[config.mk]
export PLATFORM = sky130hd
export DESIGN_NAME = mw_eeprom
export DESIGN_NICKNAME = d
export VERILOG_FILES = /design/src/rtl/mw_pkg.sv /design/src/rtl/mw_pin_sync.sv /design/src/rtl/mw_array.sv /design/src/rtl/mw_eeprom.sv
export SDC_FILE = /design/constraint.sdc
export NUM_CORES = 1
export LEC_CHECK = 0
export BUFFER_PORTS_ARGS = -buffer_cell sky130_fd_sc_hd__buf_2
export CAP_MARGIN = 20
export CELL_PAD_IN_SITES_DETAIL_PLACEMENT = 1
export CELL_PAD_IN_SITES_GLOBAL_PLACEMENT = 2
export CORE_UTILIZATION = 50
export CTS_BUF_LIST = sky130_fd_sc_hd__clkbuf_2
export CTS_CLUSTER_DIAMETER = 200
export DETAILED_ROUTE_END_ITERATION = 10
export MAX_ROUTING_LAYER = met4
export PLACE_DENSITY_LB_ADDON = 0.1
export SYNTH_ARGS = -nofsm -noshare
export SYNTH_HDL_FRONTEND = slang
export SYNTH_SLANG_ARGS = --single-unit
[constraint.sdc]
create_clock -name clk -period 3.5 [get_ports clk]
set_input_delay 0 -clock clk [delete_from_list [all_inputs] [get_ports clk]]
set_output_delay 0 -clock clk [all_outputs]
set_load 0.02 [all_outputs]
[src/rtl/mw_pkg.sv]
package mw_pkg;

    localparam int CAPACITY_BITS = 1024;

    typedef enum logic [1:0] {
        OP_EXT   = 2'b00,
        OP_WRITE = 2'b01,
        OP_READ  = 2'b10,
        OP_ERASE = 2'b11
    } op_t;

    typedef enum logic [1:0] {
        EXT_LOCK   = 2'b00,
        EXT_FILL   = 2'b01,
        EXT_WIPE   = 2'b10,
        EXT_UNLOCK = 2'b11
    } ext_t;

    typedef enum logic [2:0] {
        ST_IDLE,
        ST_HEAD,
        ST_DATA,
        ST_ARMED,
        ST_READ,
        ST_DONE
    } state_t;

    typedef enum logic [1:0] {
        K_WRITE,
        K_ERASE,
        K_FILL,
        K_WIPE
    } kind_t;

    function automatic int data_bits(bit word_org);
        return word_org ? 16 : 8;
    endfunction

    function automatic int addr_bits(bit word_org);
        return $clog2(CAPACITY_BITS / data_bits(word_org));
    endfunction

endpackage

[src/rtl/mw_pin_sync.sv]
module mw_pin_sync #(
    parameter int W      = 3,
    parameter int STAGES = 2
) (
    input  logic         clk,
    input  logic         rst,
    input  logic [W-1:0] d,
    output logic [W-1:0] q
);
    logic [W-1:0] chain [STAGES];

    for (genvar g = 0; g < STAGES; g++) begin : g_stage
        if (g == 0) begin : g_first
            always_ff @(posedge clk) begin
                if (rst) chain[0] <= '0;
                else     chain[0] <= d;
            end
        end else begin : g_next
            always_ff @(posedge clk) begin
                if (rst) chain[g] <= '0;
                else     chain[g] <= chain[g-1];
            end
        end
    end

    assign q = chain[STAGES-1];
endmodule

[src/rtl/mw_array.sv]
module mw_array #(
    parameter int DATA_W = 16,
    parameter int AW     = 6,
    localparam int DEPTH = 1 << AW
) (
    input  logic              clk,
    input  logic              rst,
    input  logic              we,
    input  logic              we_all,
    input  logic [AW-1:0]     waddr,
    input  logic [DATA_W-1:0] wdata,
    input  logic [AW-1:0]     raddr,
    output logic [DATA_W-1:0] rdata
);
    logic [DATA_W-1:0] mem [DEPTH];

    always_ff @(posedge clk) begin
        if (rst) begin
            for (int i = 0; i < DEPTH; i++) mem[i] <= '1;
        end else if (we_all) begin
            for (int i = 0; i < DEPTH; i++) mem[i] <= wdata;
        end else if (we) begin
            mem[waddr] <= wdata;
        end
    end

    assign rdata = mem[raddr];

    // single and bulk updates never requested together
    assert_single_port_R8: assert property (@(posedge clk) disable iff (rst)
        !(we && we_all));
endmodule

[src/rtl/mw_eeprom.sv]
module mw_eeprom #(
    parameter bit WORD_ORG    = 1'b1,
    parameter int BUSY_CYCLES = 64,
    parameter int SYNC_STAGES = 2
) (
    input  logic clk,
    input  logic rst,
    input  logic cs,
    input  logic sck,
    input  logic din,
    output logic dout
);
    import mw_pkg::*;

    localparam int DATA_W = data_bits(WORD_ORG);
    localparam int ADDR_W = addr_bits(WORD_ORG);
    localparam int HDR_W  = 2 + ADDR_W;
    localparam int HCNT_W = $clog2(HDR_W);
    localparam int DCNT_W = $clog2(DATA_W + 1);
    localparam int BCNT_W = $clog2(BUSY_CYCLES + 1);

    // pin synchronisation and edge detection
    logic [2:0] pins_s;
    logic       cs_s, sck_s, din_s, sck_prev, sck_rise;

    mw_pin_sync #(.W(3), .STAGES(SYNC_STAGES)) u_sync (
        .clk (clk),
        .rst (rst),
        .d   ({cs, sck, din}),
        .q   (pins_s)
    );

    assign {cs_s, sck_s, din_s} = pins_s;

    always_ff @(posedge clk) begin
        if (rst) sck_prev <= 1'b0;
        else     sck_prev <= sck_s;
    end

    assign sck_rise = sck_s & ~sck_prev;

    // decoder state
    state_t              state;
    kind_t               kind_q;
    logic                wen_q;
    logic                dout_r;
    logic [HDR_W-1:0]    hdr_q;
    logic [HDR_W-1:0]    hdr_next;
    logic [HCNT_W-1:0]   hdr_cnt;
    logic [DATA_W-1:0]   dat_q;
    logic [DCNT_W-1:0]   dat_cnt;
    logic [ADDR_W-1:0]   addr_q;
    logic [BCNT_W-1:0]   busy_cnt;
    logic                busy;
    logic                commit, mem_we, mem_we_all;
    logic [DATA_W-1:0]   rd_data;
    op_t                 hdr_op;
    ext_t                hdr_ext;

    assign hdr_next = {hdr_q[HDR_W-2:0], din_s};
    assign hdr_op   = op_t'(hdr_next[HDR_W-1 -: 2]);
    assign hdr_ext  = ext_t'(hdr_next[ADDR_W-1 -: 2]);
    assign busy     = (busy_cnt != '0);

    assign commit     = (state == ST_ARMED) && !cs_s && wen_q;
    assign mem_we     = commit && (kind_q == K_WRITE || kind_q == K_ERASE);
    assign mem_we_all = commit && (kind_q == K_FILL  || kind_q == K_WIPE);

    mw_array #(.DATA_W(DATA_W), .AW(ADDR_W)) u_array (
        .clk    (clk),
        .rst    (rst),
        .we     (mem_we),
        .we_all (mem_we_all),
        .waddr  (addr_q),
        .wdata  (dat_q),
        .raddr  (hdr_next[ADDR_W-1:0]),
        .rdata  (rd_data)
    );

    always_ff @(posedge clk) begin
        if (rst) begin
            state   <= ST_IDLE;
            kind_q  <= K_WRITE;
            wen_q   <= 1'b0;
            dout_r  <= 1'b1;
            hdr_q   <= '0;
            hdr_cnt <= '0;
            dat_q   <= '0;
            dat_cnt <= '0;
            addr_q  <= '0;
        end else if (!cs_s) begin
            state   <= ST_IDLE;
            dout_r  <= 1'b1;
            hdr_cnt <= '0;
            dat_cnt <= '0;
        end else if (sck_rise) begin
            case (state)
                ST_IDLE: begin
                    if (din_s && !busy) begin
                        state   <= ST_HEAD;
                        hdr_cnt <= '0;
                    end
                end
                ST_HEAD: begin
                    hdr_q <= hdr_next;
                    if (hdr_cnt == HCNT_W'(HDR_W - 1)) begin
                        addr_q  <= hdr_next[ADDR_W-1:0];
                        dat_cnt <= '0;
                        case (hdr_op)
                            OP_READ: begin
                                dat_q  <= rd_data;
                                dout_r <= 1'b0;
                                state  <= ST_READ;
                            end
                            OP_WRITE: begin
                                kind_q <= K_WRITE;
                                state  <= ST_DATA;
                            end
                            OP_ERASE: begin
                                kind_q <= K_ERASE;
                                dat_q  <= '1;
                                state  <= ST_ARMED;
                            end
                            default: begin
                                case (hdr_ext)
                                    EXT_LOCK: begin
                                        wen_q <= 1'b0;
                                        state <= ST_DONE;
                                    end
                                    EXT_UNLOCK: begin
                                        wen_q <= 1'b1;
                                        state <= ST_DONE;
                                    end
                                    EXT_FILL: begin
                                        kind_q <= K_FILL;
                                        state  <= ST_DATA;
                                    end
                                    default: begin
                                        kind_q <= K_WIPE;
                                        dat_q  <= '1;
                                        state  <= ST_ARMED;
                                    end
                                endcase
                            end
                        endcase
                    end else begin
                        hdr_cnt <= hdr_cnt + 1'b1;
                    end
                end
                ST_DATA: begin
                    dat_q <= {dat_q[DATA_W-2:0], din_s};
                    if (dat_cnt == DCNT_W'(DATA_W - 1)) state <= ST_ARMED;
                    else                                 dat_cnt <= dat_cnt + 1'b1;
                end
                ST_READ: begin
                    if (dat_cnt == DCNT_W'(DATA_W)) begin
                        dout_r <= 1'b1;
                        state  <= ST_DONE;
                    end else begin
                        dout_r  <= dat_q[DATA_W-1];
                        dat_q   <= {dat_q[DATA_W-2:0], 1'b0};
                        dat_cnt <= dat_cnt + 1'b1;
                    end
                end
                default: state <= state;
            endcase
        end
    end

    // programming busy period
    always_ff @(posedge clk) begin
        if (rst)                  busy_cnt <= '0;
        else if (commit)          busy_cnt <= BCNT_W'(BUSY_CYCLES);
        else if (busy_cnt != '0)  busy_cnt <= busy_cnt - 1'b1;
    end

    assign dout = busy ? 1'b0 : dout_r;

    assert_ready_after_reset_R1: assert property (@(posedge clk) disable iff (rst)
        $fell(rst) |-> dout);

    assert_read_dummy_zero_R3: assert property (@(posedge clk) disable iff (rst)
        (state == ST_READ && $past(state) == ST_HEAD) |-> !dout);

    assert_no_write_when_locked_R5: assert property (@(posedge clk) disable iff (rst)
        (mem_we || mem_we_all) |-> wen_q);

    assert_busy_after_commit_R9: assert property (@(posedge clk) disable iff (rst)
        $rose(busy) |-> $past(state == ST_ARMED && !cs_s));

    assert_cs_low_aborts_R10: assert property (@(posedge clk) disable iff (rst)
        !cs_s |=> (state == ST_IDLE));

    assert_quiet_while_busy_R12: assert property (@(posedge clk) disable iff (rst)
        busy |-> !(mem_we || mem_we_all));
endmodule

---- Yosys cells after proc, flatten, opt, wreduce, memory -nomap -nowiden ----
Memories as Yosys holds them, arrays and structs flattened.
Index checks and enable logic that the tools add are counted.
storage, ports and cells
  bits in read-only memories .............. 0
  flip-flop bits (word level) ............. 52
  output and inout bits ................... 1
  bits in latches ......................... 0
  memories ................................ 2
  bits in writable memories ............... 1,030
  input port bits ......................... 5
memory list
  name          words  bits a word  rd ports  clocked after memory_dff  wr ports  RTL line           source
  u_array.mem   64     16           1         0                         64        mw_array.sv:15     logic [DATA_W-1:0] mem [DEPTH];
  u_sync.chain  2      3            2         0                         2         mw_pin_sync.sv:10  logic [W-1:0] chain [STAGES];
operators by class
  shifts and indexed selects .............. 0
  reduce and logical (&&, ||, !) cells .... 34
  add/sub/neg operators ................... 3
  multiplexer cells ....................... 108
  equality and inequality tests ........... 26
  $mul .................................... 0
  divide/modulo/power cells ............... 0
  bitwise operators ....................... 71
  order comparisons ....................... 0
operators by type and width
  operator                                           number
  two-way mux 16 bit                                 68
  one-hot mux 16 bit (3 select lines)                2
  OR 1 bit                                           66
  two-way mux 3 bit                                  8
  != test 2 bit (second input constant)              9
  AND reduction 6 bit                                3
  OR reduction 16 bit                                1
  two-way mux 1 bit                                  15
  two-way mux 5 bit                                  3
  one-hot mux 5 bit (3 select lines)                 1
  two-way mux 7 bit                                  2
  one-hot mux 3 bit (2 select lines)                 2
  one-hot mux 3 bit (4 select lines)                 1
  AND reduction 4 bit                                3
  == test 2 bit (second input constant)              5
  one-hot mux 3 bit (3 select lines)                 1
  nonzero test 2 bit                                 4
  AND reduction 7 bit                                1
  nonzero test 7 bit                                 1
  subtractor 7 x 1 -> 7 bit (second input constant)  1
  == test 2 x 1 -> 1 bit (second input constant)     3
  == test 3 x 2 -> 1 bit (second input constant)     2
  == test 3 bit (second input constant)              2
  two-way mux 6 bit                                  1
  other kinds (23)                                   37

---- Depth between registers and ports, before layout ----
Gate-level depths: netlist of the first run.
  depth in word-level cells ............... 10
  mapped depth ............................ 10
  depth with buffers taken out ............ 8

---- Modules after synthesis ----
A second synthesis of the first run with hierarchy kept.
unflattened totals
  cells, all modules ...................... 2,759
  area total of the unflattened synthesis .. 46,373.2 sq um
by module, submodules not included
  module       times used  seq. area each (sq um)  cells an instance  area an instance (sq um)
  mw_array     1           30,749.5                2,413              43,397.9
  mw_eeprom    1           1,021.0                 334                2,817.7
  mw_pin_sync  1           120.1                   12                 157.7

---- Worst setup path before layout of the first run ----
OpenSTA, ideal clock, no wires.
  path kind ............................... register to register
  from .................................... register state[2]
  to ...................................... memory u_array.mem[63][0], enable pin
  path slack .............................. 0.590 ns
  data arrival time ....................... 2.499 ns
  stages on the path, launching flop included .. 7
  clock period less this slack ............ 2.910 ns
  cells stage by stage .................... dfxtp_1 > buf_6 > nand4bb_4 > nor3_2 > nand3_1 > clkbuf_1 > o21ai_0
RTL lines
  element                 RTL line          source
  from (decl)             mw_eeprom.sv:43   state_t state;
  from (signal assigned)  mw_eeprom.sv:165  default: state <= state;
  to (decl)               mw_array.sv:15

==> results of run 1 <==
kinds of logic after synthesis:
group	Yosys count
adder cells (fa/ha/maj)	9
AND/OR/NAND/NOR	813
buffers and inverters	228
AO/OA/AOI/OAI	312
XOR/XNOR	5
flip-flops	1081
multiplexers	315
registers in the layout, indices dropped and copies added (netlist names), 3 cells and up:
register and count:
u_array.mem 1024, busy_cnt 7, u_sync.chain 6, hdr_q 7, addr_q 6, dat_q 16, hdr_cnt 3, dat_cnt 5
state 3
stage by stage:
step	instance area, um2	cells	power, mW	util [%]
2_1_floorplan	46120	2763	15.47	-
3_3_place_gp	48370	3924	15.88	52.85
6_report	51030	4434	24.05	55.75
5_1_grt	51020	4431	24.92	55.74
3_5_place_dp	48400	3927	15.94	52.89
4_1_cts	50910	4421	24.27	55.62
final timing paths:
check	to	depth (start not counted)	start	slack [ps]
hold / removal	u_sync.chain[0][2]$_SDFF_PP0_	5	cs	330
setup / recovery	u_array.mem[14][10]$_DFFE_PP_	10	rst	150
setup reg to reg	u_array.mem[14][10]$_DFFE_PP_	6	state[1]$_SDFFE_PP0P_	210
hold reg to reg	u_sync.chain[1][0]$_SDFF_PP0_	1	u_sync.chain[0][0]$_SDFF_PP0_	450
worst max-delay path, stage by stage:
cell	delay (ps)
dlygate4sd3_1	550
dlygate4sd3_1	620
buf_2	200
dlygate4sd3_1	1000
inv_1	290
o21ai_0	440
o21ai_4	460
buf_4	410
o21ai_1	170
buf_4	330
synthesized netlist by cell type, drive strengths merged, types with 20 or more instances:
library cell,n
a21oi,71
a22oi,39
buf,81
clkbuf,134
dfxtp,57
edfxtp,1024
mux2,20
mux2i,52
mux4,243
nand2,55
nand2b,66
nand3,20
nor2,57
o21ai,95
o22ai,45
or2,500
power by group:
group	total [mW]	internal (mW)	switching, mW
sequential	14.5	14.4	0.104
combinational	1.17	0.414	0.757
clock	8.35	3.23	5.12
per-layer routing:
metal  wire length, um  GRT usage (%)  vias up
li1                  -              -    11420
met1             59420          42.75    14280
met2             62170          44.05     1191
met3             10620          6.281      248
met4              4519          11.58        0
met5                 0              -        -
area by class of cell:
type | instances | area share, %
Timing Repair Buffer | 211 | 3.595
Tap cell | 1186 | 2.908
Multi-Input combinational cell | 1454 | 26.21
Antenna cell | 8 | 0.03923
Inverter | 13 | 0.09563
Sequential cell | 1081 | 62.52
Clock inverter | 64 | 0.5395
Clock buffer | 417 | 4.090
what timing repair did:
action	4_1_cts	5_1_grt
setup endpoints to repair	1	0
setup buffers	1	0
hold buffers	12	0
resized for setup	4	0
hold endpoints to repair	2024	0
cell usage in the layout, fill, tap and decap left out, drive strengths merged, types with 9 or more instances in the layout:
master | Yosys | layout
a21oi | 71 | 71
nand2 | 55 | 55
o22ai | 45 | 45
dlygate4sd3 | 0 | 12
nand2b | 66 | 66
clkinv | 1 | 55
nor3 | 10 | 10
nand4 | 12 | 12
mux4 | 243 | 243
edfxtp | 1024 | 1024
and2 | 9 | 9
o21ai | 95 | 95
inv | 12 | 21
nor2 | 57 | 57
a211oi | 13 | 13
mux2 | 20 | 20
dfxtp | 57 | 57
nor4 | 13 | 13
buf | 81 | 199
nor2b | 11 | 11
nand3 | 20 | 20
clkbuf | 134 | 417
a22oi | 39 | 39
a221oi | 13 | 13
ha | 9 | 9
or2 | 500 | 500
mux2i | 52 | 52
==> metrics.csv, run 1 <==
metric;value;unit
status;finished clean;
max_freq;298.2;MHz
slew_headroom;24.82;%
clock_latency;1550;ps
synth_top_area_share;66.67;%
vias;27140;
synthAdderAreaFrac;0.2442;%
grt_usage;30.47;%
setup_viol;0;
post-route-period-util;95.83;%
async_flop_share;0;%
synthCells;2763;
initialDrtViolationCount;3004;
grt_pass1_wl;196.6;mm
cp.arrival;4520;ps
p_leak;14.31;nW
rsz0062_at_grt;no;
filler_cell_count;8562;
cts_tree;built;
grt_max_degree;80;
die_h;305.7;um
synth_edf_count;1024;
synth-xor-area-share;0.09495;%
seq_area;31900;um2
drt_pre_antenna_iters;6;
start_util;50.39;%
synth_flop_cell;edfxtp_1;
numClockSinks;1081;
cp-end-kind;register;
final-max-slew-violation-count;0;
worstPathMaxFanout;32;
startpoint_type;input port;
cts-root-buf;clkbuf_2;
drc;0;
rows;111;
cap_violations;0;
synth_area;46120;um2
cp.required;4670;ps
fp.dieArea;93460;um2
drtAntennaViolNets;0;
ir_worst_vdd;0.3074;mV
wirelength;136.7;mm
dp_hpwl;86.96;mm
synthSimpleGateAreaFrac;10.67;%
synth_area_leaders;edfxtp_1, mux4_2, or2_2;
synth_compound_area_share;4.153;%
place_ws;371.0;ps
synthDistinctLibCells;68;
multi_input_area;13370;um2
yosysSeqAreaShare;69.15;%
cts_max_level;5;
synthMuxAreaShare;13.48;%
io_pins;6;
netlist.top_cell.by_area;edfxtp_1;
clk_path_buf_depth;4;
min_period;3354;ps
power_density;471.2;nW/um2
clk_pin_slew;80;ps
hold_class;input port to register;
syn2layout_area_growth;10.64;%
worst_hold_slack;334.7;ps
crit_type;input port to register;
synth_nets;2777;
routabilityCongestion;0.8803;
drive_gt1_share;45.06;%
port_buffers;5;
overflow;0;
setup_tns;0;ps
finClkSkew;113.3;ps
worst_slew_pin_slew;1127;ps
die_x;305.7;um
synth_top_family_by_area;multiplexers;
setup_slack;146.0;ps
viasPerCell;6.121;
antenna_found_initial;5;
syn_avg_cell_area;16.69;um2
numCtsBuffers;297;
hold_violations;0;
yosys_warnings;0;
fin_nets;3072;
core;91520;um2
synth-seq-cells;1081;
routedWlPerCell;30.84;um
grt_pass1_vias;28370;
No activity file was read; power rests on OpenSTA's default activity.
==> inputs of run 2 (changes only) <==
--- a/config.mk
+++ b/config.mk
@@ -5,7 +5,7 @@
 export SDC_FILE = /design/constraint.sdc
 export NUM_CORES = 1
 export LEC_CHECK = 0
-export BUFFER_PORTS_ARGS = -buffer_cell sky130_fd_sc_hd__buf_2
+export BUFFER_PORTS_ARGS = -buffer_cell sky130_fd_sc_hd__clkbuf_2
 export CAP_MARGIN = 20
 export CELL_PAD_IN_SITES_DETAIL_PLACEMENT = 1
 export CELL_PAD_IN_SITES_GLOBAL_PLACEMENT = 2
@@ -15,6 +15,7 @@
 export DETAILED_ROUTE_END_ITERATION = 10
 export MAX_ROUTING_LAYER = met4
 export PLACE_DENSITY_LB_ADDON = 0.1
+export REMOVE_ABC_BUFFERS = 1
 export SYNTH_ARGS = -nofsm -noshare
 export SYNTH_HDL_FRONTEND = slang
 export SYNTH_SLANG_ARGS = --single-unit
==> run 2 against run 1 <==
  * Utilization increased by 0.18 points
  * Cell count up 0.36%
  * Critical path depth decreased by 5
  * Fmax is 4.6% higher
  * Clock-buffer cell count increased by 28
  * Worst setup slack better by 150 ps
  * Combinational power hardly changed
  * Hold slack better by 20 ps
  * Critical path type is now register to register
  * First-iteration DRC count decreased by 6.7%
  * Register-to-register slack better by 80 ps
  * Routed wire length up 1.5%
  * Cell area is 0.33% higher
==> metrics.csv, run 2 (synthesis gave the netlist of run 1 again) <==
metric;value;unit
numClockSinks;1081;
drt_pre_antenna_iters;5;
use_met2;46.27;%
post-route-period-util;91.58;%
max_freq;312.0;MHz
top_usage_layer;met2;
power.internal;18.38;mW
dpl.cell_count;3935;
setup_viol;0;
die_h;305.7;um
slew_headroom;17.94;%
wirelength;138.8;mm
placed_area;48480;um2
worst_path_max_delay_cell;nor2_1;
ir_worst_vdd;0.3025;mV
drtAntennaViolNets;0;
cp-end-kind;register;
rows;111;
cts_max_level;5;
swShare;24.82;%
cp.required;4980;ps
cpLargestDelayFamily;simple AND/OR/NAND/NOR gates;
grt_usage;31.15;%
rsz0062_at_grt;no;
hold_class;input port to register;
io_pins;6;
numCtsBuffers;299;
overflow;0;
worst_hold_slack;354.4;ps
total_power;24.45;mW
setup_slack;294.7;ps
reg_top3;u_array.mem x1024, dat_q x16;
clk_pin_slew;100;ps
setup_tns;0;ps
dp_hpwl;87.73;mm
antenna_found_initial;4;
use_met1;41.88;%
grt_pass1_wl;200.7;mm
stdcell_area;51200;um2
vias;27400;
largest_register_ffs;1024;
hold_violations;0;
syn2layout_area_growth;11.00;%
pwr-share-seq;59.4;%
initialDrtViolationCount;2802;
drive_gt1_share;45.79;%
clkPwrFrac;35.8;%
regMostFlops;u_array.mem;
p_leak;14.43;nW
worst_slew_pin_slew;1221;ps
final-max-slew-violation-count;0;
crit_type;register to register;
finClkSkew;152.5;ps
core;91520;um2
cap_violations;0;
drc;0;
status;finished clean;
fp.dieArea;93460;um2
port_buffers;5;
startpoint_type;register;
critPathMaxStageDelay;920;ps
routedWlPerCell;31.19;um
routabilityCongestion;0.9077;
min_period;3205;ps
power_density;477.6;nW/um2
p_switching;6.070;mW
place_ws;410.4;ps
clock_latency;1550;ps
cp.arrival;4680;ps
layout_commonest_cell;edfxtp_1;
die_x;305.7;um
comb_power_share;4.8;%
worstPathMaxFanout;14;
path_buf_inv;0;
fin_cells;4450;
grt_util_met3;6.690;%
path_cells;nor3b_2 > nor2_1 > nand4_1 > nand4b_1 > o22ai_1;
start_util;50.39;%
final_cell_mix;edfxtp_1, or2_2, clkbuf_2;
viasPerCell;6.158;
cts-root-buf;clkbuf_2;
fin_nets;3081;
utilization;55.94;%
cts_tree;built;
grt_max_degree;64;
grt_pass1_vias;28970;
clk_path_buf_depth;4;
==> run 2: cell count changes in the layout (fill, tap and decap cells not counted), sizes merged <==
cell	delta
inv	-2
diode	+4
clkbuf	+33
buf	+2
bufinv	+2
clkinv	-23
==> run 2: worst paths after layout <==
| check | to | from | cells past startpoint | slack (ps) |
|---|---|---|---|---|
| max | dat_q[3]$_SDFFE_PP0P_ | state[0]$_SDFFE_PP0P_ | 5 | 290 |
| min | u_sync.chain[0][0]$_SDFF_PP0_ | din | 5 | 350 |
| max reg2reg | dat_q[3]$_SDFFE_PP0P_ | state[0]$_SDFFE_PP0P_ | 5 | 290 |
| min reg2reg | u_sync.chain[1][1]$_SDFF_PP0_ | u_sync.chain[0][1]$_SDFF_PP0_ | 1 | 450 |
==> run 2: power groups by stage <==
| stage | Clock [mW] | Combinational (mW) | Sequential [mW] |
|---|---|---|---|
| floorplan | 0 | 0.672 | 14.8 |
| global placement | 0 | 1.09 | 14.8 |
| detailed placement | 0 | 1.13 | 14.8 |
| CTS | 9.00 | 1.19 | 14.5 |
| global route | 9.55 | 1.27 | 14.6 |
| finish | 8.74 | 1.18 | 14.5 |
==> run 2: timing repair <==
action                                  in CTS  in global routing
pin swaps                                    1                  1
setup buffers                                1                  0
hold buffers                                12                  0
gates resized for setup                      3                  2
gates cloned                                 0                  0
endpoints found under the setup margin       1                  1
hold endpoints to repair                  1721                  0
==> run 2: layout make-up <==
cell class / instances / area [um2]
Timing Repair Buffer: 218 / 1901
Inverter: 13 / 48.80
Clock buffer: 445 / 2227
Multi-Input combinational cell: 1454 / 13360
Antenna cell: 12 / 30.03
Fill cell: 8635 / 40330
Sequential cell: 1081 / 31900
Clock inverter: 41 / 242.7
Tap cell: 1186 / 1484
==> run 2: layer usage <==
metal  vias to the layer above  part of all wire [%]
met2                      1195                    47
met3                       282                   7.8
li1                      11450                     -
met1                     14480                    42
met5                         -                     0
met4                         0                   3.6
==> run 2: worst reg2reg max path, stage by stage (launching register included) <==
cell and delay [ps]:
dfxtp_1 600, nor3b_2 200, nor2_1 920, nand4_1 660, nand4b_1 600, o22ai_1 210
==> inputs of run 3 (changes only) <==
--- a/config.mk
+++ b/config.mk
@@ -13,7 +13,6 @@
 export CTS_BUF_LIST = sky130_fd_sc_hd__clkbuf_2
 export CTS_CLUSTER_DIAMETER = 200
 export DETAILED_ROUTE_END_ITERATION = 10
-export MAX_ROUTING_LAYER = met4
 export PLACE_DENSITY_LB_ADDON = 0.1
 export REMOVE_ABC_BUFFERS = 1
 export SYNTH_ARGS = -nofsm -noshare
==> run 3 against run 2 <==
  * Sequential power barely moved
  * Die area stayed put
  * Worst setup slack better by 32 ps
  * Cell count barely moved
  * Fmax increased by 1.0%
  * Critical endpoint unchanged
  * Cell area hardly changed
  * Clock power about the same
==> metrics.csv, run 3 (synthesis gave the netlist of run 1 again) <==
metric;value;unit
status;finished clean;
grt_pass1_wl;200.7;mm
stdcell_area;51210;um2
reg_top3;u_array.mem x1024, dat_q x16;
vias;27470;
worst_slew_pin_slew;1172;ps
cp.required;4970;ps
final-max-slew-violation-count;0;
largest_register_ffs;1024;
layout_commonest_cell;edfxtp_1;
numCtsBuffers;299;
cap_violations;0;
drive_gt1_share;45.80;%
drtAntennaViolNets;0;
wirelength;138.8;mm
core;91520;um2
overflow;0;
p_switching;6.086;mW
routabilityCongestion;0.8919;
drc;0;
cp-end-kind;register;
cts-root-buf;clkbuf_2;
hold_violations;0;
post-route-period-util;90.66;%
worst_hold_slack;367.8;ps
port_buffers;5;
die_x;305.7;um
max_freq;315.1;MHz
ir_worst_vdd;0.2971;mV
viasPerCell;6.170;
finClkSkew;167.4;ps
placed_area;48480;um2
cp.arrival;4650;ps
clock_latency;1550;ps
swShare;24.87;%
grt_max_degree;64;
pwr-share-seq;59.4;%
min_period;3173;ps
fin_nets;3082;
syn2layout_area_growth;11.03;%
dp_hpwl;87.73;mm
hold_class;input port to register;
cts_max_level;5;
regMostFlops;u_array.mem;
die_h;305.7;um
p_leak;14.43;nW
cts_tree;built;
drt_pre_antenna_iters;5;
comb_power_share;4.8;%
slew_headroom;21.29;%
worstPathMaxFanout;12;
fp.dieArea;93460;um2
setup_viol;0;
routedWlPerCell;31.19;um
numClockSinks;1081;
clk_path_buf_depth;4;
power.internal;18.38;mW
startpoint_type;register;
power_density;477.9;nW/um2
clkPwrFrac;35.8;%
rsz0062_at_grt;no;
start_util;50.39;%
setup_tns;0;ps
final_cell_mix;edfxtp_1, or2_2, clkbuf_2;
clk_pin_slew;100;ps
reg2reg_slack;330;ps
crit_type;register to register;
io_pins;6;
grt_usage;30.22;%
rows;111;
antenna_found_initial;4;
grt_pass1_vias;28940;
initialDrtViolationCount;2630;
-- run 3: what timing repair did --
action	4_1_cts	5_1_grt
hold endpoints to repair	1721	0
pin swaps	1	1
hold buffers	12	0
resized for setup	3	2
endpoints found under the setup margin	1	1
cloned	0	0
buffers inserted	1	0
-- run 3: final timing paths --
path                                 startpoint                            end  cells past startpoint
hold reg to reg   u_sync.chain[0][1]$_SDFF_PP0_  u_sync.chain[1][1]$_SDFF_PP0_                      1
setup / recovery        hdr_cnt[0]$_SDFFE_PP0P_          dat_q[3]$_SDFFE_PP0P_                      7
setup reg to reg        hdr_cnt[0]$_SDFFE_PP0P_          dat_q[3]$_SDFFE_PP0P_                      7
hold / removal                              din  u_sync.chain[0][0]$_SDFF_PP0_                      5
-- run 3: through the flow --
| stage | setup WS [ps] | power [mW] | utilization (%) | instances |
|---|---|---|---|---|
| after floorplan | -9205 | 15.52 | - | 2548 |
| after global placement | 503.3 | 15.88 | 52.86 | 3930 |
| after detailed placement | 410.4 | 15.95 | 52.97 | 3935 |
| after CTS | 3.166 | 24.71 | 55.83 | 4434 |
| after global routing | 76.19 | 25.38 | 55.93 | 4445 |
| final | 326.8 | 24.47 | 55.95 | 4452 |
-- run 3: cell type report --
cell class	instances	area, um2
flip-flops and latches	1081	31900
inverters	13	48.80
well taps	1186	1484
repair buffers	219	1908
multi-input cells	1454	13360
diodes	13	32.53
clock buffers	445	2227
clock inverters	41	242.7
fillers	8640	40320
-- run 3: routing by layer --
layer  wire length, um  part of all wire, %  vias up  global-route usage, %
li1                  -                    -    11440                      -
met1             57920                   42    14550                  42.26
met2             65280                   47     1193                  46.56
met3             10730                  7.7      285                  6.191
met4              4928                  3.5        0                  12.38
met5                 0                    0        -                      0
-- run 3: worst max-delay path, stage by stage, from the launching register on --
cell	delay [ps]
dfxtp_1	380
ha_1	190
ha_1	300
nor4bb_1	430
a211o_1	470
nand4_1	550
nand4b_1	620
o22ai_1	220
-- run 3: power groups by stage --
| stage | clock, mW | combinational (mW) | sequential, mW |
|---|---|---|---|
| global route | 9.55 | 1.27 | 14.6 |
| global placement | 0 | 1.09 | 14.8 |
| floorplan | 0 | 0.672 | 14.8 |
| detailed placement | 0 | 1.13 | 14.8 |
| finish | 8.76 | 1.18 | 14.5 |
| CTS | 9.00 | 1.19 | 14.5 |
